<file path="src/rtl/addr_watch_pkg.sv">
package addr_watch_pkg;

  typedef enum logic [1:0] {
    SZ_BYTE = 2'b00,
    SZ_HALF = 2'b01,
    SZ_WORD = 2'b10,
    SZ_RSVD = 2'b11
  } accSize_e;

  typedef enum logic [1:0] {
    CMP_EQ = 2'b00,
    CMP_NE = 2'b01,
    CMP_GT = 2'b10,
    CMP_LT = 2'b11
  } cmpType_e;

  typedef enum logic [1:0] {
    RW_ANY   = 2'b00,
    RW_READ  = 2'b01,
    RW_WRITE = 2'b10,
    RW_ANY2  = 2'b11
  } rwMode_e;

  // Strobes from control to datapath: which low bits drop out of the compare.
  typedef struct packed {
    logic ignoreBit1;
    logic ignoreBit0;
  } maskStrobe_t;

endpackage

</file>
<file path="src/rtl/addr_watch_dp.sv">
module addr_watch_dp
  import addr_watch_pkg::*;
#(
  parameter int ADDR_W = 32
) (
  input  logic              clk,
  input  logic              rstN,
  input  logic [ADDR_W-1:0] refAddr,
  input  logic [ADDR_W-1:0] cycAddr,
  input  maskStrobe_t       strobe,
  output logic              eqRaw,
  output logic              ltRaw
);

  localparam int KEEP_W = ADDR_W - 2;

  logic [ADDR_W-1:0] keepMask;
  logic [ADDR_W-1:0] refMasked;
  logic [ADDR_W-1:0] addrMasked;

  always_comb begin
    keepMask   = {{KEEP_W{1'b1}}, ~strobe.ignoreBit1, ~strobe.ignoreBit0};
    refMasked  = refAddr & keepMask;
    addrMasked = cycAddr & keepMask;
    eqRaw      = (addrMasked == refMasked);
    ltRaw      = (addrMasked <  refMasked);
  end

  // full-width equality when nothing is masked
  assert_byte_full_R3: assert property (@(posedge clk) disable iff (!rstN)
    (!strobe.ignoreBit0 && !strobe.ignoreBit1 && eqRaw) |-> (cycAddr == refAddr));

  // word-aligned equality whatever the low two bits
  assert_word_low_R5: assert property (@(posedge clk) disable iff (!rstN)
    (strobe.ignoreBit0 && strobe.ignoreBit1 &&
     cycAddr[ADDR_W-1:2] == refAddr[ADDR_W-1:2]) |-> eqRaw);

  // half-word equality whatever bit 0
  assert_half_low_R4: assert property (@(posedge clk) disable iff (!rstN)
    (strobe.ignoreBit0 && !strobe.ignoreBit1 &&
     cycAddr[ADDR_W-1:1] == refAddr[ADDR_W-1:1]) |-> eqRaw);

endmodule

</file>
<file path="src/rtl/addr_watch_ctl.sv">
module addr_watch_ctl
  import addr_watch_pkg::*;
(
  input  logic        clk,
  input  logic        rstN,
  input  logic        cycValid,
  input  logic [1:0]  cycSize,
  input  logic        cycWrite,
  input  logic [1:0]  cfgRwMode,
  input  logic [1:0]  cfgCmpType,
  input  logic        eqIn,
  input  logic        ltIn,
  output maskStrobe_t strobe,
  output logic        evtOut
);

  logic attrOk;
  logic typeHit;
  logic evtNext;

  always_comb begin
    strobe.ignoreBit0 = (cycSize != SZ_BYTE);
    strobe.ignoreBit1 = (cycSize == SZ_WORD) || (cycSize == SZ_RSVD);
  end

  always_comb begin
    unique case (cfgRwMode)
      RW_READ:  attrOk = !cycWrite;
      RW_WRITE: attrOk = cycWrite;
      default:  attrOk = 1'b1;
    endcase
  end

  always_comb begin
    unique case (cfgCmpType)
      CMP_EQ:  typeHit = eqIn;
      CMP_NE:  typeHit = !eqIn;
      CMP_GT:  typeHit = !eqIn && !ltIn;
      default: typeHit = ltIn;
    endcase
  end

  assign evtNext = cycValid && attrOk && typeHit;

  always_ff @(posedge clk) begin
    if (!rstN) evtOut <= 1'b0;
    else       evtOut <= evtNext;
  end

  assert_evt_needs_valid_R2: assert property (@(posedge clk) disable iff (!rstN)
    evtOut |-> $past(cycValid));

  assert_raw_exclusive_R7: assert property (@(posedge clk) disable iff (!rstN)
    !(eqIn && ltIn));

  assert_read_only_R8: assert property (@(posedge clk) disable iff (!rstN)
    (evtOut && $past(cfgRwMode) == RW_READ) |-> !$past(cycWrite));

  assert_write_only_R9: assert property (@(posedge clk) disable iff (!rstN)
    (evtOut && $past(cfgRwMode) == RW_WRITE) |-> $past(cycWrite));

  assert_eq_event_R6: assert property (@(posedge clk) disable iff (!rstN)
    (evtOut && $past(cfgCmpType) == CMP_EQ) |-> $past(eqIn));

endmodule

</file>
<file path="src/rtl/addr_watch.sv">
module addr_watch
  import addr_watch_pkg::*;
#(
  parameter int ADDR_W = 32
) (
  input  logic              clk,
  input  logic              rstN,
  input  logic [ADDR_W-1:0] cfgRefAddr,
  input  logic [1:0]        cfgRwMode,
  input  logic [1:0]        cfgCmpType,
  input  logic              cycValid,
  input  logic [ADDR_W-1:0] cycAddr,
  input  logic [1:0]        cycSize,
  input  logic              cycWrite,
  output logic              evtOut
);

  maskStrobe_t strobe;
  logic        eqRaw;
  logic        ltRaw;

  addr_watch_ctl u_ctl (
    .clk        (clk),
    .rstN       (rstN),
    .cycValid   (cycValid),
    .cycSize    (cycSize),
    .cycWrite   (cycWrite),
    .cfgRwMode  (cfgRwMode),
    .cfgCmpType (cfgCmpType),
    .eqIn       (eqRaw),
    .ltIn       (ltRaw),
    .strobe     (strobe),
    .evtOut     (evtOut)
  );

  addr_watch_dp #(.ADDR_W(ADDR_W)) u_dp (
    .clk     (clk),
    .rstN    (rstN),
    .refAddr (cfgRefAddr),
    .cycAddr (cycAddr),
    .strobe  (strobe),
    .eqRaw   (eqRaw),
    .ltRaw   (ltRaw)
  );

endmodule

</file>
<file path="config.mk">
export PLATFORM = sky130hd
export DESIGN_NAME = addr_watch
export DESIGN_NICKNAME = d
export VERILOG_FILES = /design/src/rtl/addr_watch_pkg.sv /design/src/rtl/addr_watch_dp.sv /design/src/rtl/addr_watch_ctl.sv /design/src/rtl/addr_watch.sv
export SDC_FILE = /design/constraint.sdc
export NUM_CORES = 1
export LEC_CHECK = 0
export ABC_AREA = 1
export BUFFER_PORTS_ARGS = -buffer_cell sky130_fd_sc_hd__buf_4
export CORE_AREA = 2 2 71 46
export DETAILED_ROUTE_END_ITERATION = 16
export DIE_AREA = 0 0 73 48
export PLACE_DENSITY = 0.75
export SKIP_CTS_REPAIR_TIMING = 1
export SLEW_MARGIN = 20
export SYNTH_ARGS = -nofsm -noshare
export SYNTH_HDL_FRONTEND = slang
export SYNTH_SLANG_ARGS = --single-unit
export TNS_END_PERCENT = 50
</file>
<file path="constraint.sdc">
create_clock -name clk -period 1.5 [get_ports clk]
set_clock_uncertainty 0.15 [all_clocks]
set_input_delay 0.3 -clock clk [delete_from_list [all_inputs] [get_ports clk]]
set_output_delay 0.3 -clock clk [all_outputs]
set_load 0.005 [all_outputs]
</file>
# Yosys cells after proc, flatten, opt, wreduce, memory -nomap -nowiden

Cells that the tools add are included.

Input bits: 74
Flip-flop bits (word level): 1
Output and inout bits: 1

Bitwise logic cells: 4
Equal/unequal tests: 7
Reductions and logical operators: 9
Order comparisons: 1
Mux-type cells: 2

Operators with widths:

| operator           | number |
|---|---|
| $and 32x32->32     | 2 |
| $eq 32x32->1       | 1 |
| $lt 32x32->1       | 1 |
| $eq 2x2->1 const B | 4 |
| $eq 2x1->1 const B | 2 |
| $logic_and 1x1->1  | 3 |
| $logic_not 1->1    | 3 |
| $pmux 1 s3         | 1 |
| $logic_not 2->1    | 1 |
| $not 1->1          | 2 |
| $pmux 1 s2         | 1 |
| $reduce_bool 2->1  | 1 |
| $logic_or 1x1->1   | 1 |

# Longest topological paths before layout

Gate-level depths: netlist of the first run.

Depth after elaboration: 9
Mapped depth: 17
Depth with buffers taken out: 17

# Cells and area by module

From an unflattened synthesis of the first run, not the netlist that was laid out.

Cell total of the unflattened synthesis: 172
Area, all modules: 1028.5 µm²

By module, submodules not included:

| module         | times used | sequential area each (µm²) | cells an instance | area an instance (µm²) |
|---|---|---|---|---|
| addr_watch_dp  | 1          | 0.0                        | 146               | 888.4 |
| addr_watch_ctl | 1          | 20.0                       | 26                | 140.1 |

# Worst setup path before layout of the first run

OpenSTA, ideal clock, no wires.

Kind: input to register
From: input port cfgRefAddr[21]
To: register u_ctl.evtOut
Required time: 1.235 ns
Cell stages on the path: 10
Path slack: -0.043 ns
Library setup time: 0.115 ns
Arrival time: 1.278 ns
Buffers on the path: 0
Cell sequence: inv_1 > ha_1 > a21oi_1 > nor2_1 > nor2_1 > nand3_1 > a21oi_1 > nand2_2 > a21oi_1 > nor2_1

Cells in the longest elaborated chain, start to end: 6

RTL lines:

| what                                                | RTL line                                   | text |
|---|---|---|
| from (decl)                                         | addr_watch.sv:8                            | `input logic [ADDR_W-1:0] cfgRefAddr,` |
| $and 32x32->32 *                                    | addr_watch_dp.sv:23                        | `refMasked = refAddr & keepMask;` |
| $lt 32x32->1 / $eq 32x32->1 (equally long branches) | addr_watch_dp.sv:26, addr_watch_dp.sv:25   |  |
| $logic_not 1->1, on equally long branches           | addr_watch_ctl.sv:38, addr_watch_ctl.sv:37 |  |
| $logic_and 1x1->1                                   | addr_watch_ctl.sv:38                       | `CMP_GT: typeHit = !eqIn && !ltIn;` |
| $pmux 1 s3 *                                        | addr_watch_ctl.sv:35                       | `unique case (cfgCmpType)` |
| $logic_and 1x1->1 *                                 | addr_watch_ctl.sv:43                       | `assign evtNext = cycValid && attrOk && typeHit;` |
| to (signal assigned)                                | addr_watch_ctl.sv:47                       | `else evtOut <= evtNext;` |
| to (decl)                                           | addr_watch_ctl.sv:14                       | `output logic evtOut` |

Mark *: on every way between the ends. The rest lies on a longest branch, timed or not.
A chain may end at the register's enable or synchronous reset.

# Worst setup path in the final report of the first run

From: input port cfgRefAddr[13]
To: register u_ctl.evtOut

The elaborated chain is that of the path after synthesis.

==> flow_metrics.py, run 1 <==
metrics = {
    "outcome": {
        "status": "finished, violations left",
        "violations": "negative setup slack",
    },
    "logic_synthesis": {
        "ys_types": 15,
        "ys.warnings.count": 0,
        "postSynthCellCount": 169,
        "synth_edf_count": 0,
        "synth_area_leaders": "ha_1 42%, inv_1 17%, nand2_1 16%, a21oi_1 7.0%, nor2_1 4.9%",
        "synth_fp_nets": 277,
        "synth.yosys.seq_area_share": 0.0199,
        "async_reset_ff_frac": 0,
        "synthFlopType": "dfxtp_1",
        "synth_area_per_cell_um2": 5.95,
        "syn_area_um2": 1010,
        "ys_ff_latch": 1,
        "synth_top_cell_area_share": 0.423,
        "synth_top_area_cell": "ha_1",
    },
    "power": {
        "vdd_drop_max_mv": 0.122,
        "powerDensity_nw_per_um2": 261,
        "leakage_uw": 0.00107,
    },
    "sta": {
        "finalHoldViolCount": 0,
        "worst_pin_slew_ns": 0.156,
        "final-setup-viol-count": 1,
        "whs_ns": 0.401,
        "finalWorstSetupSlack_ns": -0.280,
        "finalCritPeriodShare": 1.19,
        "slew_violations": 0,
        "max_freq_mhz": 562,
        "fin_crit_ns": 1.78,
        "rsz0062_at_grt": "yes",
        "relSlewSlack": 0.896,
    },
    "finish": {
        "area_growth_pct": 77.7,
        "final_cell_count_no_fill": 279,
        "top_register": "u_ctl.evtOut",
        "largest_reg_flops": 1,
        "post-route-util": 0.639,
        "fillCellCount": 274,
        "largest_registers": "u_ctl.evtOut: 1 flops",
        "drive_above_1_share": 0.441,
        "n_antenna_cell": 0,
        "nNetsFinal": 355,
        "stdcell_area_um2": 1790,
    },
    "worst_setup_path": {
        "crit_type": "primary input to register",
        "crit_path_top_delay_cell": "ha_1",
        "critPathArrivalTime_ns": 1.51,
        "cpPeakStageDelay_ns": 0.31,
        "cp-end-kind": "register",
        "crit_chain": "buf_4, inv_1, ha_1, a21oi_2, o21ai_0, a21oi_1, nand2_1, nand2_1, nand2_2, a21oi_1, nor2_1",
        "path_max_fanout": 2,
        "worstSetupStartpointType": "primary input",
        "cp_data_required_time_ns": 1.23,
    },
    "die": {
        "fp.dieArea_um2": 3500,
        "io_pins": 75,
        "die_y_um": 48,
        "fp.dieW_um": 73,
        "floorplan.initialDensity": 0.360,
        "std_cell_rows": 15,
        "core_um2": 2800,
    },
    "min_path": {
        "hold_class": "primary input to register",
    },
    "global_route": {
        "grt_usage": 0.131,
        "grt_pass1_vias": 992,
        "grt_max_degree": 5,
        "grt_overflow": 0,
        "antenna_found_initial": 0,
        "grt_pass1_wl_mm": 3.75,
    },
    "drt": {
        "first_pass_iters": 4,
        "drt_iter0_drc": 15,
        "vias_per_cell": 4.38,
        "ant_nets": 0,
        "wl_per_cell_um": 9.61,
        "wirelength_mm": 2.68,
        "drc": 0,
        "vias": 1221,
    },
    "placement": {
        "dp.cells": 279,
        "hpwlAfterDp_mm": 2.27,
        "postPlaceCellArea_um2": 1620,
        "place.port_buffers": 74,
        "dp_slack_ns": -0.268,
        "gp_congestion": 0.700,
    },
    "job": {
        "cap_violations": 0,
    },
    "clocking": {
        "clk_pin_slew_ns": 0,
    },
}
[cell type report]
cell class / instances / area, um^2 / area share
multi-input cells: 122 / 975 / 0.545
repair buffers: 76 / 578 / 0.323
inverters: 46 / 173 / 0.0966
well taps: 34 / 42.5 / 0.0238
flip-flops and latches: 1 / 20.0 / 0.0112
[layout by cell type (no fill, tap or decap), types with 3 or more instances in the layout]
master    n
nand3_2   3
nand2_2   5
a21oi_2   3
inv_1    42
ha_4      7
nor2_2    3
nand2_1  39
a21oi_1  11
ha_1     26
inv_2     4
nor2_1   10
nor2_4    3
buf_4    74
[synthesized netlist by cell type (2+ instances only)]
cell type and instances:
o21ai_0 2, a21oi_1 14, inv_1 46, nand3_1 5, ha_1 34, nor2_2 3, nand2_1 44, nand4_1 2
nor2_1 13
[routing by layer]
layer | vias up | GRT usage | share of wire
met5 | - | 0 | 0
met4 | 0 | 0 | 0
met3 | 0 | 0.00632 | 0.068
met2 | 42 | 0.227 | 0.47
met1 | 501 | 0.192 | 0.47
li1 | 678 | - | -
[logic make-up (layout without fill, tap and decap cells)]
group                      Yosys count  in the layout  synth area share
AOI/OAI and AO/OA                   18             18            0.0958
and+or+nand+nor                     70             70             0.290
adders and majority gates           34             34             0.423
DFF                                  1              1            0.0199
buffers and inverters               46            122             0.172
[power by group]
part | total (uW) | internal, uW | switching (uW)
logic | 437 | 252 | 185
clock network | 0 | 0 | 0
registers | 29.1 | 28.5 | 0.563
[through the flow]
| stage | setup TNS [ns] | power (uW) |
|---|---|---|
| after detailed placement | -0.268 | 404 |
| after global placement | -0.252 | 397 |
| final | -0.280 | 466 |
| after floorplan | -0.0377 | 208 |
| after CTS | -0.273 | 406 |
| after global routing | -0.423 | 525 |
[critical path: cells and delay by family]
kind / cells / cell delay [ns]
buffers and inverters: 2 / 0.11
AO/OA/AOI/OAI: 4 / 0.54
adder cells (fa/ha/maj): 1 / 0.31
AND/OR/NAND/NOR: 4 / 0.27
[worst paths after layout]
path	from	to	slack [ns]	cells past startpoint
worst min-delay path	cfgCmpType[0]	u_ctl.evtOut	0.40	3
worst max-delay path	cfgRefAddr[13]	u_ctl.evtOut	-0.28	11
Power figures use the tool's default switching activity.
==> run 2: changes to the inputs <==
--- a/config.mk
+++ b/config.mk
@@ -7,10 +7,11 @@
 export LEC_CHECK = 0
 export ABC_AREA = 1
 export BUFFER_PORTS_ARGS = -buffer_cell sky130_fd_sc_hd__buf_4
-export CORE_AREA = 2 2 71 46
+export CORE_AREA = 4 4 67 45
 export DETAILED_ROUTE_END_ITERATION = 16
-export DIE_AREA = 0 0 73 48
-export PLACE_DENSITY = 0.75
+export DIE_AREA = 0 0 71 49
+export GPL_TIMING_DRIVEN = 0
+export PLACE_DENSITY = 0.83
 export SKIP_CTS_REPAIR_TIMING = 1
 export SLEW_MARGIN = 20
 export SYNTH_ARGS = -nofsm -noshare
==> constraint.sdc (replaced) <==
create_clock -name clk -period 2.2 [get_ports clk]
set_clock_uncertainty 0.15 [all_clocks]
set_input_delay 0.44 -clock clk [delete_from_list [all_inputs] [get_ports clk]]
set_output_delay 0.44 -clock clk [all_outputs]
set_load 0.005 [all_outputs]
==> run 2 against run 1 <==
Against the previous run: combinational power down 44%; first-iteration DRC count fell by 20%; the run now ends clean; design area shrank 10%; largest cell class unchanged; die area decreased by 0.71%; critical path depth is 5 higher; critical endpoint unchanged; worst setup slack better by 0.55 ns; highest routed layer unchanged.
==> flow_metrics.py, run 2 (same netlist as run 1, synthesis figures left out) <==
metrics = {
    "sta": {
        "finalHoldViolCount": 0,
        "relSlewSlack": 0.866,
        "slew_violations": 0,
        "rsz0062_at_grt": "no",
        "fin_crit_ns": 1.93,
        "max_freq_mhz": 517,
        "worst_pin_slew_ns": 0.201,
        "finalCritPeriodShare": 0.879,
        "final.setup.tns_ns": 0,
        "finalWorstSetupSlack_ns": 0.266,
        "final-setup-viol-count": 0,
    },
    "placement": {
        "place.port_buffers": 74,
        "hpwlAfterDp_mm": 2.31,
        "dp.cells": 275,
        "dp_slack_ns": 0.254,
        "gp_congestion": 0.730,
    },
    "die": {
        "fp.dieArea_um2": 3480,
        "die_y_um": 49,
        "core_um2": 2380,
        "std_cell_rows": 14,
        "floorplan.initialDensity": 0.422,
        "io_pins": 75,
        "fp.dieW_um": 71,
    },
    "worst_setup_path": {
        "critPathArrivalTime_ns": 1.66,
        "cp-end-kind": "register",
        "path_max_fanout": 4,
        "cp_data_required_time_ns": 1.93,
        "crit_type": "primary input to register",
        "worstSetupStartpointType": "primary input",
    },
    "drt": {
        "drc": 0,
        "wirelength_mm": 2.37,
        "ant_nets": 0,
        "drt_iter0_drc": 12,
        "first_pass_iters": 4,
        "vias_per_cell": 4.38,
        "vias": 1205,
        "wl_per_cell_um": 8.63,
    },
    "global_route": {
        "antenna_found_initial": 0,
        "grt_use_met1": 0.175,
        "grt_overflow": 0,
        "busiest_layer": "met2",
        "grt_max_degree": 5,
        "grt_pass1_vias": 1080,
        "grtUsageMet3": 0.0206,
        "grt_pass1_wl_mm": 4.08,
        "grt_usage": 0.132,
        "met2_usage": 0.237,
    },
    "finish": {
        "layout_common_cells": "74 x buf_4, 46 x inv_1, 44 x nand2_1",
        "drive_above_1_share": 0.325,
        "post-route-util": 0.672,
        "top_register": "u_ctl.evtOut",
        "largest_reg_flops": 1,
        "n_antenna_cell": 0,
        "layout_commonest_cell": "buf_4",
        "largest_registers": "u_ctl.evtOut: 1 flops",
        "nNetsFinal": 353,
        "final_cell_count_no_fill": 275,
        "area_growth_pct": 59.2,
    },
    "min_path": {
        "hold_class": "primary input to register",
    },
    "job": {
        "cap_violations": 0,
    },
    "power": {
        "leakage_uw": 0.00105,
        "vdd_drop_max_mv": 0.0766,
        "p_total_uw": 264,
        "powerDensity_nw_per_um2": 165,
    },
    "clocking": {
        "clk_pin_slew_ns": 0,
    },
    "outcome": {
        "status": "finished clean",
    },
}
[run 2: metrics by stage]
stage,hold slack [ns],area (um^2)
6_report,0.550,1600
5_1_grt,0.602,1600
4_1_cts,0.555,1600
3_5_place_dp,0.553,1600
3_3_place_gp,0.561,1600
2_1_floorplan,0.422,1010
[run 2: final timing paths]
path,start,to,slack (ns),cells after the start
setup / recovery,cycSize[1],u_ctl.evtOut,0.27,16
hold / removal,cfgCmpType[0],u_ctl.evtOut,0.55,3
[run 2: layer usage]
| layer | vias to the layer above | part of all wire |
|---|---|---|
| met5 | - | 0 |
| met4 | 0 | 0 |
| met3 | 0 | 0.10 |
| met2 | 40 | 0.46 |
| met1 | 491 | 0.44 |
| li1 | 674 | - |
[run 2: worst max-delay path, cell delays in order]
cell	delay, ns
buf_4	0.12
nor3b_1	0.22
ha_1	0.18
inv_1	0.04
nand2_1	0.04
nand2_1	0.04
nand2_1	0.05
nand2_1	0.04
nand2_1	0.05
nand2_1	0.04
nand2_1	0.05
nand2_1	0.04
nand2_1	0.06
nand2_2	0.05
a21oi_1	0.13
nor2_1	0.06
[run 2: where the power goes]
group,leakage (uW),internal [uW],switching [uW]
Sequential,0.00000817,19.4,0.190
Clock,0,0,0
Combinational,0.00104,146,98.9
Total,0.00105,165,99.1
[run 2: final cells by class]
| class | instances | area [um^2] |
|---|---|---|
| Multi-Input combinational cell | 122 | 813 |
| Fill cell | 234 | 781 |
| Timing Repair Buffer | 74 | 556 |
| Sequential cell | 1 | 20.0 |
| Inverter | 46 | 173 |
| Tap cell | 32 | 40.0 |
